<file path="src/rtl/ebb_alert_pkg.sv">
// Package: shared register layouts and write-select codes for the
// event branch controller. Bit order of the packed structs is the
// software-visible layout (first member is the MSB).
package ebb_alert_pkg;

    typedef enum logic [1:0] {
        SEL_MON  = 2'd0,
        SEL_STAT = 2'd1,
        SEL_RET  = 2'd2,
        SEL_HDL  = 2'd3
    } reg_sel_e;

    typedef struct packed {
        logic alrt_seen;  // bit 4
        logic alrt_en;    // bit 3
        logic frz;        // bit 2
        logic frz_arm;    // bit 1
        logic en;         // bit 0
    } mon_t;

    typedef struct packed {
        logic pm_hit;     // bit 2
        logic pm_en;      // bit 1
        logic glb_en;     // bit 0
    } stat_t;

    localparam int MON_W  = $bits(mon_t);
    localparam int STAT_W = $bits(stat_t);

endpackage

</file>
<file path="src/rtl/ebb_mon_regs.sv">
// Module: monitor control register. Handles the first phase of an alert:
// freeze arm -> freeze, alert enable -> alert seen. Assumes alert_i is
// synchronous to clk. Alert updates override a software write of the same
// bits in the same cycle.
module ebb_mon_regs
    import ebb_alert_pkg::*;
(
    input  logic clk,
    input  logic rst_n,
    input  logic alert_i,
    input  logic wr_en_i,
    input  mon_t wr_data_i,
    output mon_t mon_o,
    output logic accept_o
);

    mon_t mon_q;
    mon_t mon_d;

    assign accept_o = alert_i && mon_q.en;
    assign mon_o    = mon_q;

    // Merge software write with the alert-driven bit updates.
    always_comb begin
        mon_d = wr_en_i ? wr_data_i : mon_q;
        if (accept_o && mon_q.frz_arm) begin
            mon_d.frz_arm = 1'b0;
            mon_d.frz     = 1'b1;
        end
        if (accept_o && mon_q.alrt_en) begin
            mon_d.alrt_en   = 1'b0;
            mon_d.alrt_seen = 1'b1;
        end
    end

    // Register the control bits.
    always_ff @(posedge clk) begin
        if (!rst_n) mon_q <= '0;
        else        mon_q <= mon_d;
    end

    AST_ALERT_IGNORED: assert property (@(posedge clk) disable iff (!rst_n)
        (alert_i && !mon_q.en && !wr_en_i) |=> $stable(mon_q));
    AST_FREEZE_SET: assert property (@(posedge clk) disable iff (!rst_n)
        (accept_o && mon_q.frz_arm) |=> (mon_q.frz && !mon_q.frz_arm));
    AST_ALERT_FLAG: assert property (@(posedge clk) disable iff (!rst_n)
        (accept_o && mon_q.alrt_en) |=> (mon_q.alrt_seen && !mon_q.alrt_en));

endmodule

</file>
<file path="src/rtl/ebb_pend.sv">
// Module: pending interrupt latch. Set by an accepted alert, taken only
// in user state. A fresh alert at the take edge keeps the flag set.
module ebb_pend (
    input  logic clk,
    input  logic rst_n,
    input  logic accept_i,
    input  logic user_i,
    output logic pend_o,
    output logic take_o
);

    logic pend_q;

    assign take_o = pend_q && user_i;
    assign pend_o = pend_q;

    // Set on accept, clear on take.
    always_ff @(posedge clk) begin
        if (!rst_n) pend_q <= 1'b0;
        else        pend_q <= accept_i || (pend_q && !take_o);
    end

    AST_PEND_SET: assert property (@(posedge clk) disable iff (!rst_n)
        accept_i |=> pend_q);
    AST_PEND_HELD: assert property (@(posedge clk) disable iff (!rst_n)
        (pend_q && !user_i) |=> pend_q);
    AST_PEND_CLR: assert property (@(posedge clk) disable iff (!rst_n)
        (pend_q && user_i && !accept_i) |=> !pend_q);

endmodule

</file>
<file path="src/rtl/ebb_branch_unit.sv">
// Module: branch status, return and handler address registers, and the
// redirect pulse. Second phase of an alert: on a take with both enables
// set, save the PC and redirect to the word-aligned handler address.
// Take updates override software writes of the same bits.
module ebb_branch_unit
    import ebb_alert_pkg::*;
#(
    parameter int ADDR_W     = 64,
    parameter int ALIGN_BITS = 2
) (
    input  logic              clk,
    input  logic              rst_n,
    input  logic              take_i,
    input  logic [ADDR_W-1:0] pc_i,
    input  logic              stat_wr_i,
    input  logic              ret_wr_i,
    input  logic              hdl_wr_i,
    input  logic [ADDR_W-1:0] wr_data_i,
    output stat_t             stat_o,
    output logic [ADDR_W-1:0] ret_o,
    output logic [ADDR_W-1:0] hdl_o,
    output logic              redir_valid_o,
    output logic [ADDR_W-1:0] redir_target_o
);

    stat_t             stat_q, stat_d;
    logic [ADDR_W-1:0] ret_q, hdl_q, tgt_q;
    logic              rv_q;
    logic              fire;

    assign fire = take_i && stat_q.glb_en && stat_q.pm_en;

    // Merge software status write with the take-driven updates.
    always_comb begin
        stat_d = stat_wr_i ? stat_t'(wr_data_i[STAT_W-1:0]) : stat_q;
        if (fire) begin
            stat_d.glb_en = 1'b0;
            stat_d.pm_hit = 1'b1;
        end
    end

    // Status, address registers and the redirect pulse.
    always_ff @(posedge clk) begin
        if (!rst_n) begin
            stat_q <= '0;
            ret_q  <= '0;
            hdl_q  <= '0;
            tgt_q  <= '0;
            rv_q   <= 1'b0;
        end else begin
            stat_q <= stat_d;
            if (fire)          ret_q <= pc_i;
            else if (ret_wr_i) ret_q <= wr_data_i;
            if (hdl_wr_i)      hdl_q <= wr_data_i;
            rv_q <= fire;
            if (fire) tgt_q <= {hdl_q[ADDR_W-1:ALIGN_BITS], {ALIGN_BITS{1'b0}}};
        end
    end

    assign stat_o         = stat_q;
    assign ret_o          = ret_q;
    assign hdl_o          = hdl_q;
    assign redir_valid_o  = rv_q;
    assign redir_target_o = tgt_q;

    AST_REDIR_EFFECT: assert property (@(posedge clk) disable iff (!rst_n)
        fire |=> (rv_q && !stat_q.glb_en && stat_q.pm_hit && ret_q == $past(pc_i)));
    AST_NO_REDIR: assert property (@(posedge clk) disable iff (!rst_n)
        (take_i && !(stat_q.glb_en && stat_q.pm_en) && !stat_wr_i && !ret_wr_i)
        |=> (!rv_q && $stable(stat_q) && $stable(ret_q)));
    AST_ONE_CYCLE: assert property (@(posedge clk) disable iff (!rst_n)
        rv_q |=> !rv_q);
    AST_TGT_MATCH: assert property (@(posedge clk) disable iff (!rst_n)
        fire |=> (tgt_q[ADDR_W-1:ALIGN_BITS] == $past(hdl_q[ADDR_W-1:ALIGN_BITS])));

endmodule

</file>
<file path="src/rtl/ebb_alert_ctrl.sv">
// Module: top of the event branch controller. Decodes the software write
// port and connects the monitor register, the pending latch and the
// branch unit. Assumes all inputs are synchronous to clk.
module ebb_alert_ctrl
    import ebb_alert_pkg::*;
#(
    parameter int ADDR_W     = 64,
    parameter int ALIGN_BITS = 2
) (
    input  logic              clk,
    input  logic              rst_n,
    input  logic              alert_i,
    input  logic [ADDR_W-1:0] pc_i,
    input  logic              user_mode_i,
    input  logic              wr_en_i,
    input  logic [1:0]        wr_sel_i,
    input  logic [ADDR_W-1:0] wr_data_i,
    output logic [MON_W-1:0]  mon_ctrl_o,
    output logic [STAT_W-1:0] br_status_o,
    output logic [ADDR_W-1:0] ret_addr_o,
    output logic [ADDR_W-1:0] hdl_addr_o,
    output logic              pend_o,
    output logic              redir_valid_o,
    output logic [ADDR_W-1:0] redir_target_o
);

    localparam int NUM_REGS = 4;

    logic [NUM_REGS-1:0] wr_hit;
    mon_t                mon;
    stat_t               stat;
    logic                accept;
    logic                take;

    // One write strobe per register select code.
    for (genvar g = 0; g < NUM_REGS; g++) begin : g_wdec
        assign wr_hit[g] = wr_en_i && (wr_sel_i == 2'(g));
    end

    ebb_mon_regs u_mon (
        .clk       (clk),
        .rst_n     (rst_n),
        .alert_i   (alert_i),
        .wr_en_i   (wr_hit[SEL_MON]),
        .wr_data_i (mon_t'(wr_data_i[MON_W-1:0])),
        .mon_o     (mon),
        .accept_o  (accept)
    );

    ebb_pend u_pend (
        .clk      (clk),
        .rst_n    (rst_n),
        .accept_i (accept),
        .user_i   (user_mode_i),
        .pend_o   (pend_o),
        .take_o   (take)
    );

    ebb_branch_unit #(
        .ADDR_W     (ADDR_W),
        .ALIGN_BITS (ALIGN_BITS)
    ) u_br (
        .clk            (clk),
        .rst_n          (rst_n),
        .take_i         (take),
        .pc_i           (pc_i),
        .stat_wr_i      (wr_hit[SEL_STAT]),
        .ret_wr_i       (wr_hit[SEL_RET]),
        .hdl_wr_i       (wr_hit[SEL_HDL]),
        .wr_data_i      (wr_data_i),
        .stat_o         (stat),
        .ret_o          (ret_addr_o),
        .hdl_o          (hdl_addr_o),
        .redir_valid_o  (redir_valid_o),
        .redir_target_o (redir_target_o)
    );

    assign mon_ctrl_o  = mon;
    assign br_status_o = stat;

    AST_RESET_CLEAR: assert property (@(posedge clk)
        !rst_n |=> (pend_o == 1'b0 && redir_valid_o == 1'b0 && mon_ctrl_o == '0));

endmodule

</file>
<file path="config.mk">
export PLATFORM = sky130hd
export DESIGN_NAME = ebb_alert_ctrl
export DESIGN_NICKNAME = d
export VERILOG_FILES = /design/src/rtl/ebb_alert_pkg.sv /design/src/rtl/ebb_mon_regs.sv /design/src/rtl/ebb_pend.sv /design/src/rtl/ebb_branch_unit.sv /design/src/rtl/ebb_alert_ctrl.sv
export SDC_FILE = /design/constraint.sdc
export NUM_CORES = 1
export LEC_CHECK = 0
export ABC_AREA = 1
export BUFFER_PORTS_ARGS = -buffer_cell sky130_fd_sc_hd__buf_2
export CAP_MARGIN = 20
export CORE_MARGIN = 1
export CORE_UTILIZATION = 50
export DETAILED_ROUTE_END_ITERATION = 8
export PLACE_DENSITY_LB_ADDON = 0.08
export SYNTH_ARGS = -nofsm -noshare
export SYNTH_HDL_FRONTEND = slang
export SYNTH_SLANG_ARGS = --single-unit
</file>
<file path="constraint.sdc">
create_clock -name clk -period 2.5 [get_ports clk]
set_input_delay 0.25 -clock clk [delete_from_list [all_inputs] [get_ports clk]]
set_output_delay 0.25 -clock clk [all_outputs]
set_load 0.005 [all_outputs]
</file>
Word level (Yosys, flattened, before mapping)
Cells that the tools add are included.
W data, S select, Z words.
{"block": "classes", "eq_ne": 3, "mux": 7, "bitwise_logic": 1, "reduce_logical": 21}
{"op": "$mux W64", "n": 2}
{"op": "$logic_and A1 B1 Y1", "n": 11}
{"op": "$reduce_bool A2 Y1", "n": 4}
{"op": "$reduce_or A2 Y1", "n": 3}
{"op": "$mux W5", "n": 1}
{"op": "$eq A2 B2 Y1 const B", "n": 2}
{"op": "$mux W2", "n": 2}
{"op": "$mux W3", "n": 1}
{"op": "$eq A2 B1 Y1 const B", "n": 1}
{"op": "$logic_not A2 Y1", "n": 1}
{"op": "$logic_not A1 Y1", "n": 1}
{"op": "$logic_or A1 B1 Y1", "n": 1}
{"op": "$mux W1", "n": 1}
{"op": "$not A1 Y1", "n": 1}
{"block": "totals", "reg_bits": 200, "output_inout_bits": 202, "word_cells": 45}

Longest topological paths before layout
Gate-level depths: netlist (run 1).
{"block": "depth", "depth_word": 4, "ltp_mapped": 8}

Modules after synthesis
A second synthesis (run 1) with hierarchy kept.
{"block": "unflattened", "cells_unflattened": 1184, "hier_area_um2": 8259.2}
{"module": "ebb_branch_unit", "n_inst": 1, "cells_each": 1134, "area_per_inst_um2": 7960.1, "seq_area_each_um2": 3883.7}
{"module": "ebb_mon_regs", "n_inst": 1, "cells_each": 34, "area_per_inst_um2": 217.7, "seq_area_each_um2": 100.1}
{"module": "ebb_pend", "n_inst": 1, "cells_each": 8, "area_per_inst_um2": 51.3, "seq_area_each_um2": 20.0}
{"module": "ebb_alert_ctrl", "n_inst": 1, "cells_each": 8, "area_per_inst_um2": 30.0, "seq_area_each_um2": 0.0}

Worst setup path after synthesis (run 1)
OpenSTA, ideal clock, no wires.
{"block": "synth_path", "path_type": "flip-flop to flip-flop", "start": "reg u_pend.pend_q, in the netlist u_pend.pend_o", "end": "reg u_br.tgt_q[34], in the netlist u_br.redir_target_o[34]", "setup_ps": 125, "t_arrival_ps": 1089, "required_time_ps": 2375, "slack_ps": 1286, "stages_incl_launch_ff": 8, "period_less_slack_ps": 1214, "path_cell_list": "dfxtp_1 > nand2_1 > nor2_4 > inv_2 > buf_2 > buf_2 > nand3_1 > o21ai_0"}
{"block": "synth_between", "elab_chain_cells": 3}
{"element": "start, declared", "line_no": "ebb_pend.sv:12", "text": "logic pend_q;"}
{"element": "start signal, assigned", "line_no": "ebb_pend.sv:20", "text": "else pend_q <= accept_i || (pend_q && !take_o);"}
{"element": "$logic_and A1 B1 Y1", "line_no": "ebb_pend.sv:14", "text": "assign take_o = pend_q && user_i;"}
{"element": "$logic_and A1 B1 Y1 (2 in series)", "line_no": "ebb_branch_unit.sv:31", "text": "assign fire = take_i && stat_q.glb_en && stat_q.pm_en;"}
{"element": "end signal, assigned", "line_no": "ebb_branch_unit.sv:56", "text": "if (fire) tgt_q <= {hdl_q[ADDR_W-1:ALIGN_BITS], {ALIGN_BITS{1'b0}}};"}
{"element": "end, declared", "line_no": "ebb_branch_unit.sv:27", "text": "logic [ADDR_W-1:0] ret_q, hdl_q, tgt_q;"}
No other way between the ends.
A chain may end at the register's enable or synchronous reset.

Worst setup path in the final report (run 1)
{"block": "layout_path", "start": "reg u_pend.pend_q, in the netlist u_pend.pend_o", "end": "reg u_br.tgt_q[22], in the netlist u_br.redir_target_o[22]"}
Same word-level chain as after synthesis.

==> qor.json, run 1 <==
{
  "mappedNetlistArea_um2": 8453,
  "synth-edff-count": 0,
  "synth.most_common_cell": "sky130_fd_sc_hd__inv_1",
  "overflow": 0,
  "finalWorstSetupSlack_ps": 741.8,
  "critPathCaptureType": "flop",
  "tritoncts": "built",
  "finalSetupViolations": 0,
  "cap_viol_max_count": 0,
  "quantity_of_hold_fixing_buffers_added_after_cts": 0,
  "setup_repair_after_global_routing_missed_its_margin": "false",
  "clock_path_buffers": 2,
  "core-area_um2": 16520,
  "die_w_um": 132.0,
  "synth_seq_cells": 200,
  "outcome": "completed",
  "dpl.hpwl_mm": 16.48,
  "drt_first_pass_iters": 5,
  "dpl_worst_slack_ps": 761.2,
  "numCtsBuffers": 17,
  "port_buffers": 334,
  "detailroute.via_count": 8312,
  "ios": 337,
  "dominant_cell_type_by_count_on_the_critical_path": "sky130_fd_sc_hd__buf_4",
  "netlist_top_cells_count": "266 x sky130_fd_sc_hd__inv_1, 201 x sky130_fd_sc_hd__nor2_1, 200 x sky130_fd_sc_hd__dfxtp_1",
  "final_layout_size_suffix_gt1_share_pct": 25.20,
  "drt-vias-per-instance": 4.742,
  "switchingPower_mw": 1.719,
  "synth_warnings": 0,
  "worstSetupPathType": "flop to flop",
  "worst_skew_pair.late_latency_ps": 430,
  "initial_cell_density_of_the_core_pct": 51.15,
  "synth_top_family_by_area": "simple AND/OR/NAND/NOR gates",
  "cp_max_fo": 60,
  "global_placement_routability_congestion": 0.8413,
  "final-max-slew-violation-count": 0,
  "placed_cell_area_um2": 10170,
  "drt-wirelength-per-cell_um": 13.61,
  "pwr-share-comb_pct": 9.7,
  "post-synth-top-area-fraction_pct": 47.37,
  "clock_power_share_pct": 40.2,
  "crit_chain": "nand2_1 > nor2_4 > buf_4 > nand2_2 > buf_4 > o21ai_0",
  "synth_to_final_area_change_pct": 27.01,
  "crit_path_top_delay_cell": "sky130_fd_sc_hd__dfxtp_1",
  "tns_ps": 0,
  "xor_xnor_cell_area_share_of_the_yosys_netlist_pct": 0,
  "die_h_um": 132.0,
  "synth.top_cells.by_area": "sky130_fd_sc_hd__dfxtp_1 47%, sky130_fd_sc_hd__inv_1 12%, sky130_fd_sc_hd__nor2_1 8.9%",
  "instance_count_of_the_mapped_netlist": 1228,
  "die_area_um2": 17430,
  "antenna_left": 0,
  "post-route-cell-area_um2": 10740,
  "async_flop_share_pct": 0,
  "synth-adder-area-share_pct": 0,
  "synth.area.mux_share_pct": 0,
  "sequential_to_total_area_share_from_yosys_stat_pct": 47.37,
  "leakage_nw": 5.946,
  "synth_top_cell_by_area": "sky130_fd_sc_hd__dfxtp_1",
  "fmax_mhz": 568.7,
  "post-route-period-util_pct": 70.33,
  "worst_hold_path_type": "primary input to flop",
  "htreeDepth": 4,
  "clock_sinks": 200,
  "floorplan.rows": 47,
  "seqPwrFrac_pct": 50.1,
  "synth_flop_cell": "sky130_fd_sc_hd__dfxtp_1",
  "slew_headroom_pct": 61.69,
  "cts-root-buf": "sky130_fd_sc_hd__clkbuf_16",
  "num-fill-cells": 1540,
  "synth_compound_gate_area_share_pct": 15.51,
  "pwr_density_cell_nw_per_um2": 623.1,
  "swShare_pct": 25.69,
  "p_int_mw": 4.971,
  "min_period_ps": 1758,
  "grt_start_max_net_pins": 95,
  "fin_nets": 1654,
  "fin_worst_skew_ps": 11.31,
  "report.final.hold_viol_count": 0,
  "power.ir.vdd_worst_uv": 463.0,
  "cts_setup_buffers": 0,
  "path_clk_slew_ps": 80,
  "drc_errors": 0,
  "syn-mean-instance-area_um2": 6.884,
  "routed_wirelength_mm": 23.86,
  "initialDrtViolationCount": 378,
  "tightest_slew_ps": 574.6,
  "antenna_found_initial": 1,
  "synthSimpleGateAreaFrac_pct": 19.97,
  "path_buf_inv": 2,
  "crit_family": "buffers and inverters",
  "critPathLaunchType": "flop",
  "postCtsResizedCells": 0,
  "vias_in_the_first_global_route": 7454,
  "worstPathRequired_ps": 2850,
  "worst-endpoint-arrival_ps": 2110,
  "ys_types": 16,
  "grt_pass1_wl_mm": 37.61,
  "worst_path_largest_cell_delay_ps": 350,
  "grt.total_usage_pct": 27.16
}
-- power groups by stage --
stage                     Sequential, mW  Combinational (mW)  Clock [mW]
final                               3.35               0.647        2.69
after global routing                3.36               0.734        2.87
after CTS                           3.35               0.652        2.73
after detailed placement            3.42               0.648           0
after global placement              3.42               0.642           0
after floorplan                     3.44               0.322           0
-- layout make-up --
| type | count | area (um^2) | area share [%] |
|---|---|---|---|
| antenna | 1 | 2.502 | 0.02331 |
| multi-input combinational | 684 | 3022 | 28.14 |
| sequential | 200 | 4004 | 37.29 |
| timing repair buffer | 349 | 1862 | 17.34 |
| clock buffer | 18 | 429.2 | 3.997 |
| inverter | 267 | 1005 | 9.358 |
| tap | 220 | 275.3 | 2.564 |
| clock inverter | 14 | 137.6 | 1.282 |
-- metrics by stage --
step                      hold WS (ps)  total power [mW]  util, %  std cells
final                            84.56             6.690    64.97       1753
after global placement           428.6             4.062    61.53       1720
after CTS                        72.42             6.735    64.96       1752
after detailed placement         443.1             4.073    61.53       1720
after global routing             77.42             6.964    64.97       1753
after floorplan                  388.4             3.758        -       1229
-- state kept, by name, indices dropped and copies added, names as in the netlist --
name,count
u_br.hdl_o,64
u_br.ret_o,64
u_br.redir_target_o,62
u_mon.mon_o,5
u_br.stat_o,3
u_br.redir_valid_o,1
u_pend.pend_o,1
-- per-layer routing --
layer	up-vias	wire length, um	GRT usage (%)
met4	0	741	12.27
met2	259	11430	45.86
met3	48	1791	8.035
met1	3715	9895	31.77
met5	-	0	0
li1	4290	-	-
-- cells by family (layout without fill, tap and decap cells) --
| group | after synthesis | in the layout |
|---|---|---|
| simple gates | 420 | 420 |
| flops | 200 | 200 |
| compound gates | 262 | 262 |
| buf+inv | 345 | 648 |
| other cells | 1 | 3 |
-- layout by cell type (no fill, tap or decap), types with 2 or more instances in the layout --
cell type,n
sky130_fd_sc_hd__a21oi_1,133
sky130_fd_sc_hd__buf_12,6
sky130_fd_sc_hd__buf_2,333
sky130_fd_sc_hd__buf_4,10
sky130_fd_sc_hd__clkbuf_16,17
sky130_fd_sc_hd__clkinvlp_4,4
sky130_fd_sc_hd__conb_1,2
sky130_fd_sc_hd__dfxtp_1,200
sky130_fd_sc_hd__inv_1,266
sky130_fd_sc_hd__inv_6,6
sky130_fd_sc_hd__nand2_1,146
sky130_fd_sc_hd__nand3_1,66
sky130_fd_sc_hd__nand4_1,2
sky130_fd_sc_hd__nor2_1,201
sky130_fd_sc_hd__nor2_4,3
sky130_fd_sc_hd__o21ai_0,129
-- worst min-delay path, cell delays in order --
cell and delay [ps]:
sky130_fd_sc_hd__buf_2 120, sky130_fd_sc_hd__nand2_1 60, sky130_fd_sc_hd__a21oi_1 50
-- path summary, 6_finish.rpt --
kind,start,endpoint,slack [ps],cells past startpoint
worst max-delay path,u_pend.pend_o$_SDFF_PN0_,u_br.redir_target_o[22]$_SDFFE_PN0P_,740,6
worst min-delay path,wr_data_i[1],u_mon.mon_o[1]$_SDFFE_PP0P_,80,3
worst max register to register,u_pend.pend_o$_SDFF_PN0_,u_br.redir_target_o[22]$_SDFFE_PN0P_,740,6
worst min register to register,u_br.hdl_o[1]$_SDFFE_PN0P_,u_br.hdl_o[1]$_SDFFE_PN0P_,450,2
Power figures use the tool's default switching activity.
==> inputs of run 2 (changes only) <==
CORE_UTILIZATION = 44   (was 50)
clock period = 1.52 ns   (was 2.5 ns; I/O delays follow)
==> qor.json, run 2 (same netlist as run 1, synthesis figures left out) <==
{
  "timing.hold.worst_endpoint": "u_br.hdl_o[47]$_SDFFE_PN0P_",
  "clock_power_share": {"value": 39.9, "unit": "%", "change": "-0.3 points"},
  "switchingPower": {"value": 2.785, "unit": "mW", "change": "+62%"},
  "seqPwrFrac": {"value": 50.0, "unit": "%", "change": "about the same"},
  "crit_chain": "nand2_1 > nor2_4 > inv_4 > buf_12 > nor2_1 > nor2_1 > nor2_1",
  "grt.total_usage": {"value": 25.00, "unit": "%", "change": "-2.2 points"},
  "num-fill-cells": {"value": 1905, "change": "+24%"},
  "cp_max_fo": {"value": 38, "change": "-37%"},
  "outcome": "completed",
  "worst_skew_pair.late_latency": {"value": 440, "unit": "ps", "change": "about the same"},
  "cap_viol_max_count": {"value": 0, "change": "unchanged"},
  "dominant_cell_type_by_count_on_the_critical_path": "sky130_fd_sc_hd__nor2_1",
  "dpl.hpwl": {"value": 17.15, "unit": "mm", "change": "+4.0%"},
  "drt-wirelength-per-cell": {"value": 13.86, "unit": "um", "change": "+1.8%"},
  "drt_first_pass_iters": {"value": 5, "change": "unchanged"},
  "initial_cell_density_of_the_core": {"value": 45.04, "unit": "%", "change": "-6.1 points"},
  "fin_worst_skew": {"value": 10.35, "unit": "ps", "change": "-0.9561 ps"},
  "worst-endpoint-arrival": {"value": 1760, "unit": "ps", "change": "-350 ps"},
  "final_layout_size_suffix_gt1_share": {"value": 25.44, "unit": "%", "change": "+0.24 points"},
  "fmax": {"value": 718.5, "unit": "MHz", "change": "+26%"},
  "vias_in_the_first_global_route": {"value": 7813, "change": "+4.8%"},
  "grt_pass1_wl": {"value": 39.17, "unit": "mm", "change": "+4.1%"},
  "initialDrtViolationCount": {"value": 401, "change": "+6.1%"},
  "cts-root-buf": "sky130_fd_sc_hd__clkbuf_16",
  "totalPowerFinal": {"value": 11.02, "unit": "mW", "change": "+65%"},
  "r2r.worst_path.cells": {"value": 7, "change": "+1"},
  "p_int": {"value": 8.239, "unit": "mW", "change": "+66%"},
  "grt_start_max_net_pins": {"value": 50, "change": "-47%"},
  "multi_input_area": {"value": 3022, "unit": "um^2", "change": "unchanged"},
  "reg2reg_from": "u_pend.pend_o$_SDFF_PN0_",
  "r2r_end": "u_br.ret_o[57]$_SDFFE_PN0P_",
  "path_clk_slew": {"value": 80, "unit": "ps", "change": "about the same"},
  "antenna_cells_inserted": {"value": 0, "change": "-1"},
  "pwr-share-comb": {"value": 10.1, "unit": "%", "change": "+0.4 points"},
  "power.ir.vdd_worst": {"value": 775.0, "unit": "uV", "change": "+67%"},
  "global_placement_routability_congestion": {"value": 0.8265, "change": "-1.8%"},
  "antenna_left": {"value": 0, "change": "unchanged"},
  "worstPathRequired": {"value": 1890, "unit": "ps", "change": "-960 ps"},
  "report.final.hold_viol_count": {"value": 0, "change": "unchanged"},
  "clock_sinks": {"value": 200, "change": "unchanged"},
  "core-area": {"value": 18770, "unit": "um^2", "change": "+14%"},
  "crit_path_top_delay_cell": "sky130_fd_sc_hd__dfxtp_1",
  "most-common-layout-cells": "333 x sky130_fd_sc_hd__buf_2, 266 x sky130_fd_sc_hd__inv_1, 201 x sky130_fd_sc_hd__nor2_1, 200 x sky130_fd_sc_hd__dfxtp_1, 146 x sky130_fd_sc_hd__nand2_1",
  "worst_path_largest_cell_delay": {"value": 350, "unit": "ps", "change": "about the same"},
  "clock_path_buffers": {"value": 2, "change": "unchanged"},
  "die_h": {"value": 140.6, "unit": "um", "change": "+6.5%"},
  "tritoncts": "built",
  "routed_wirelength": {"value": 24.72, "unit": "mm", "change": "+3.6%"},
  "numCtsBuffers": {"value": 17, "change": "unchanged"},
  "worst_hold_path_type": "primary input to flop",
  "tns": {"value": 0, "unit": "ps", "change": "unchanged"},
  "critPathCaptureType": "flop",
  "worstSetupPathType": "flop to flop",
  "synth_to_final_area_change_pct": 30.40,
  "critPathLaunchType": "flop",
  "leakage": {"value": 6.077, "unit": "nW", "change": "+2.2%"},
  "floorplan.rows": {"value": 50, "change": "+6.4%"},
  "min_period": {"value": 1392, "unit": "ps", "change": "-366.5 ps"},
  "timing.reg2reg.setup_slack": {"value": 130, "unit": "ps", "change": "-610 ps"},
  "port_buffers": {"value": 334, "change": "unchanged"},
  "final-max-slew-violation-count": {"value": 0, "change": "unchanged"},
  "drt-vias-per-instance": {"value": 4.631, "change": "-2.3%"},
  "setup_repair_after_global_routing_missed_its_margin": "false",
  "overflow": {"value": 0, "change": "unchanged"},
  "die_area": {"value": 19770, "unit": "um^2", "change": "+13%"},
  "pwr_density_cell": {"value": 1000, "unit": "nW/um^2", "change": "+60%"},
  "ios": {"value": 337, "change": "unchanged"},
  "hold_path_startpoint": "wr_data_i[47]",
  "antenna_found_initial": {"value": 0, "change": "-1"},
  "detailroute.via_count": {"value": 8257, "change": "-0.66%"},
  "final-seq-area": {"value": 4004, "unit": "um^2", "change": "unchanged"},
  "finalSetupViolations": {"value": 0, "change": "unchanged"},
  "fin_nets": {"value": 1672, "change": "+1.1%"},
  "die_w": {"value": 140.6, "unit": "um", "change": "+6.5%"},
  "swShare": {"value": 25.26, "unit": "%", "change": "-0.43 points"},
  "htreeDepth": {"value": 4, "change": "unchanged"},
  "hold_depth": {"value": 3, "change": "unchanged"},
  "post-route-period-util": {"value": 91.56, "unit": "%", "change": "+21 points"},
  "most_common_library_cell_in_the_layout_ignoring_fill_and_taps": "sky130_fd_sc_hd__buf_2",
  "drc_errors": {"value": 0, "change": "unchanged"}
}
## run 2: cell types whose count changed in the layout (fill, tap and decap cells not counted), sizes merged
cell	before	now
clkbuf	18	19
buf	349	358
dlygate4sd3	0	9
clkinvlp	4	3
inv	274	272
clkinv	2	3
diode	1	0
## run 2: final cells by class
cell class	count	share of cell area, %
clock buffers	19	4.018
clock inverters	12	1.067
inverters	267	9.115
multi-input cells	684	27.41
flip-flops and latches	200	36.32
well taps	234	2.656
repair buffers	367	19.41
## run 2: worst max-delay path by stage
stage / startpoint / to / slack [ps] / depth (start not counted)
5_1_grt: u_pend.pend_o$_SDFF_PN0_ / u_br.ret_o[57]$_SDFFE_PN0P_ / 2 / 7
6_report: u_pend.pend_o$_SDFF_PN0_ / u_br.ret_o[57]$_SDFFE_PN0P_ / 130 / 7
3_3_place_gp: u_pend.pend_o$_SDFF_PN0_ / u_br.ret_o[21]$_SDFFE_PN0P_ / 160 / 6
3_5_place_dp: u_pend.pend_o$_SDFF_PN0_ / u_br.ret_o[59]$_SDFFE_PN0P_ / 120 / 6
4_1_cts: u_pend.pend_o$_SDFF_PN0_ / u_br.ret_o[59]$_SDFFE_PN0P_ / 100 / 6
2_1_floorplan: u_pend.pend_o$_SDFF_PN0_ / u_br.redir_target_o[34]$_SDFFE_PN0P_ / 310 / 7
## run 2: per-layer routing
metal | track usage (%) | vias up | wire length, um
met5 | 0 | - | 0
met3 | 6.556 | 43 | 1654
met2 | 43.60 | 243 | 11810
li1 | - | 4325 | -
met4 | 10.18 | 0 | 693
met1 | 29.10 | 3646 | 10560
## run 2: metrics by stage
stage	setup slack (ps)	hold WS (ps)	cell area [um^2]	utilization, %	instances
final	128.3	12.26	11020	58.73	1783
after global routing	1.562	21.86	11020	58.73	1783
after CTS	95.61	1.236	11020	58.71	1783
after detailed placement	119.1	432.6	10370	55.25	1743
after global placement	161.7	422.5	10370	55.25	1743
after floorplan	306.3	290.4	8457	-	1229
## run 2: power groups by stage
stage | Sequential, mW | Clock, mW | Combinational (mW)
2_1_floorplan | 5.65 | 0 | 0.530
3_3_place_gp | 5.63 | 0 | 1.09
3_5_place_dp | 5.63 | 0 | 1.10
4_1_cts | 5.51 | 4.50 | 1.12
5_1_grt | 5.54 | 4.67 | 1.27
6_report | 5.51 | 4.39 | 1.12
## run 2: critical path: cells and delay by family (launching register included)
kind	cells	cell delay, ps
AND/OR/NAND/NOR	5	630
flip-flops	1	350
buffers and inverters	2	340
## run 2: repair_timing
action / CTS / global route
resized for setup: 0 / 1
setup endpoints to repair: 0 / 10
hold buffers: 9 / 0
endpoints found under the hold margin: 9 / 0
setup buffers: 0 / 0
==> inputs of run 3 (changes only) <==
--- a/config.mk
+++ b/config.mk
@@ -11,4 +11,5 @@
 export CORE_MARGIN = 1
 export CORE_UTILIZATION = 44
+export CTS_CLUSTER_DIAMETER = 80
 export DETAILED_ROUTE_END_ITERATION = 8
 export PLACE_DENSITY_LB_ADDON = 0.08
==> constraint.sdc (replaced) <==
create_clock -name clk -period 1.52 [get_ports clk]
set_input_delay 0 -clock clk [delete_from_list [all_inputs] [get_ports clk]]
set_output_delay 0 -clock clk [all_outputs]
set_load 0.005 [all_outputs]
==> qor.json, run 3 (same netlist as run 1, synthesis figures left out) <==
{
  "fin_nets": {"value": 1810, "change": "+8.3%"},
  "numCtsBuffers": {"value": 17, "change": "unchanged"},
  "initialDrtViolationCount": {"value": 412, "change": "+2.7%"},
  "initial_cell_density_of_the_core": {"value": 45.04, "unit": "%", "change": "unchanged"},
  "worstPathRequired": {"value": 1840, "unit": "ps", "change": "-50 ps"},
  "outcome": "completed",
  "power.ir.vdd_worst": {"value": 743.5, "unit": "uV", "change": "-4.1%"},
  "tritoncts": "built",
  "antenna_cells_inserted": {"value": 0, "change": "unchanged"},
  "die_w": {"value": 140.6, "unit": "um", "change": "unchanged"},
  "tightest_slew_ps": 708.2,
  "dpl_worst_slack": {"value": 118.7, "unit": "ps", "change": "-0.4340 ps"},
  "post-route-period-util": {"value": 89.90, "unit": "%", "change": "-1.7 points"},
  "die_area": {"value": 19770, "unit": "um^2", "change": "unchanged"},
  "worst-endpoint-arrival": {"value": 1690, "unit": "ps", "change": "-70 ps"},
  "final-max-slew-violation-count": {"value": 0, "change": "unchanged"},
  "drc_errors": {"value": 0, "change": "unchanged"},
  "setup_repair_after_global_routing_missed_its_margin": "false",
  "placedCellCount": {"value": 1746, "change": "+0.17%"},
  "ios": {"value": 337, "change": "unchanged"},
  "dpl.hpwl": {"value": 17.40, "unit": "mm", "change": "+1.5%"},
  "tns": {"value": 0, "unit": "ps", "change": "unchanged"},
  "grt_start_max_net_pins": {"value": 45, "change": "-10%"},
  "core-area": {"value": 18770, "unit": "um^2", "change": "unchanged"},
  "clock_path_buffers": {"value": 2, "change": "unchanged"},
  "antenna_found_initial": {"value": 0, "change": "unchanged"},
  "timing.reg2reg.setup_slack": {"value": 150, "unit": "ps", "change": "+30 ps"},
  "holdWs": {"value": 12.68, "unit": "ps", "change": "+0.4205 ps"},
  "clock_sinks": {"value": 200, "change": "unchanged"},
  "floorplan.rows": {"value": 50, "change": "unchanged"},
  "global_placement_routability_congestion": {"value": 0.8091, "change": "-2.1%"},
  "worst_skew_pair.late_latency": {"value": 430, "unit": "ps", "change": "about the same"},
  "final_layout_size_suffix_gt1_share": {"value": 23.59, "unit": "%", "change": "-1.8 points"},
  "critPathLaunchType": "flop",
  "r2r_end": "u_br.ret_o[32]$_SDFFE_PN0P_",
  "finalWorstSetupSlack": {"value": 153.6, "unit": "ps", "change": "+25.28 ps"},
  "layoutNonFillerInstCount": {"value": 1921, "change": "+7.7%"},
  "synth_to_final_area_change_pct": 46.09,
  "overflow": {"value": 0, "change": "unchanged"},
  "pwr_density_cell": {"value": 914.2, "unit": "nW/um^2", "change": "-8.6%"},
  "slew_headroom_pct": 52.63,
  "detailroute.via_count": {"value": 9045, "change": "+9.5%"},
  "worstSetupPathType": "flop to flop",
  "die_h": {"value": 140.6, "unit": "um", "change": "unchanged"},
  "port_buffers": {"value": 334, "change": "unchanged"},
  "drt_first_pass_iters": {"value": 4, "change": "-1"},
  "routed_wirelength": {"value": 26.84, "unit": "mm", "change": "+8.6%"},
  "fin_worst_skew": {"value": 10.43, "unit": "ps", "change": "+0.07310 ps"},
  "hold_depth": {"value": 5, "change": "+2"},
  "critPathCaptureType": "flop",
  "most-common-layout-cells": "333 x sky130_fd_sc_hd__buf_2, 266 x sky130_fd_sc_hd__inv_1, 201 x sky130_fd_sc_hd__nor2_1, 200 x sky130_fd_sc_hd__dfxtp_1, 146 x sky130_fd_sc_hd__nand2_1",
  "r2r.worst_path.cells": {"value": 7, "change": "unchanged"},
  "path_clk_slew": {"value": 80, "unit": "ps", "change": "about the same"},
  "grt.total_usage": {"value": 27.03, "unit": "%", "change": "+2.0 points"},
  "htreeDepth": {"value": 4, "change": "unchanged"},
  "final_util": {"value": 65.80, "unit": "%", "change": "+7.1 points"},
  "fmax": {"value": 731.8, "unit": "MHz", "change": "+1.9%"},
  "cap_viol_max_count": {"value": 0, "change": "unchanged"},
  "drt-vias-per-instance": {"value": 4.708, "change": "+1.7%"},
  "finalSetupViolations": {"value": 0, "change": "unchanged"},
  "reg2reg_from": "u_br.stat_o[1]$_SDFFE_PN0P_",
  "cp_max_fo": {"value": 25, "change": "-34%"},
  "vias_in_the_first_global_route": {"value": 8682, "change": "+11%"},
  "min_period": {"value": 1366, "unit": "ps", "change": "-25.28 ps"},
  "leakage": {"value": 6.651, "unit": "nW", "change": "+9.4%"},
  "timing.hold.worst_endpoint": "u_mon.mon_o[2]$_SDFFE_PN0P_",
  "report.final.hold_viol_count": {"value": 0, "change": "unchanged"},
  "hold_path_startpoint": "wr_en_i",
  "most_common_library_cell_in_the_layout_ignoring_fill_and_taps": "sky130_fd_sc_hd__buf_2",
  "cts-root-buf": "sky130_fd_sc_hd__clkbuf_16",
  "antenna_left": {"value": 0, "change": "unchanged"},
  "drt-wirelength-per-cell": {"value": 13.97, "unit": "um", "change": "+0.80%"},
  "worst_hold_path_type": "primary input to flop",
  "grt_pass1_wl": {"value": 42.32, "unit": "mm", "change": "+8.0%"}
}
-- run 3: cell types whose count changed in the layout (fill, tap and decap cells not counted), sizes merged --
cell         before  now
clkinv            3    4
dlygate4sd3       9  143
buf             358  362
clkinvlp          3    2
-- run 3: final cells by class --
cell class / instances / area [um^2]
clock inverter: 12 / 118.9
clock buffer: 19 / 442.9
sequential: 200 / 4004
multi-input combinational: 684 / 3022
fill: 1710 / 6419
inverter: 267 / 1005
timing repair buffer: 505 / 3465
tap: 234 / 292.8
-- run 3: how the worst max path moves through the flow --
stage | start | to | slack, ps | depth (start not counted)
finish | u_br.stat_o[1]$_SDFFE_PN0P_ | u_br.ret_o[32]$_SDFFE_PN0P_ | 150 | 7
detailed placement | u_pend.pend_o$_SDFF_PN0_ | u_br.ret_o[9]$_SDFFE_PN0P_ | 120 | 7
floorplan | u_pend.pend_o$_SDFF_PN0_ | u_br.redir_target_o[34]$_SDFFE_PN0P_ | 310 | 7
CTS | u_pend.pend_o$_SDFF_PN0_ | u_br.ret_o[9]$_SDFFE_PN0P_ | 90 | 7
global placement | u_pend.pend_o$_SDFF_PN0_ | u_br.ret_o[35]$_SDFFE_PN0P_ | 160 | 6
global route | u_br.stat_o[0]$_SDFFE_PP0P_ | u_br.ret_o[49]$_SDFFE_PN0P_ | 20 | 7
-- run 3: critical path, cell delays in order (launching register included) --
cell,delay [ps]
sky130_fd_sc_hd__dfxtp_1,350
sky130_fd_sc_hd__nand2_1,90
sky130_fd_sc_hd__nor2_4,250
sky130_fd_sc_hd__buf_4,170
sky130_fd_sc_hd__buf_12,170
sky130_fd_sc_hd__a21oi_1,60
sky130_fd_sc_hd__nor2_1,120
sky130_fd_sc_hd__nor2_1,50
-- run 3: layer usage --
layer / wire length, um / track usage (%) / vias to the layer above
met5: 0 / 0 / -
met4: 1251 / 14.99 / 0
met3: 1766 / 6.895 / 81
met2: 12640 / 46.82 / 315
met1: 11190 / 30.37 / 4042
li1: - / - / 4607
-- run 3: metrics by stage --
stage	total power, mW	cell area [um^2]
2_1_floorplan	6.181	8457
3_3_place_gp	6.711	10340
4_1_cts	11.38	12330
5_1_grt	11.81	12350
6_report	11.29	12350
3_5_place_dp	6.723	10340
-- run 3: power breakdown --
group / internal [mW] / switching [mW] / total [mW]
registers: 5.42 / 0.0889 / 5.51
logic: 0.707 / 0.693 / 1.40
clock network: 2.33 / 2.05 / 4.38
-- run 3: what timing repair did --
item,CTS,global route
setup buffers,0,1
endpoints found under the hold margin,137,0
hold buffers,143,0
setup endpoints to repair,0,27
resized for setup,0,2
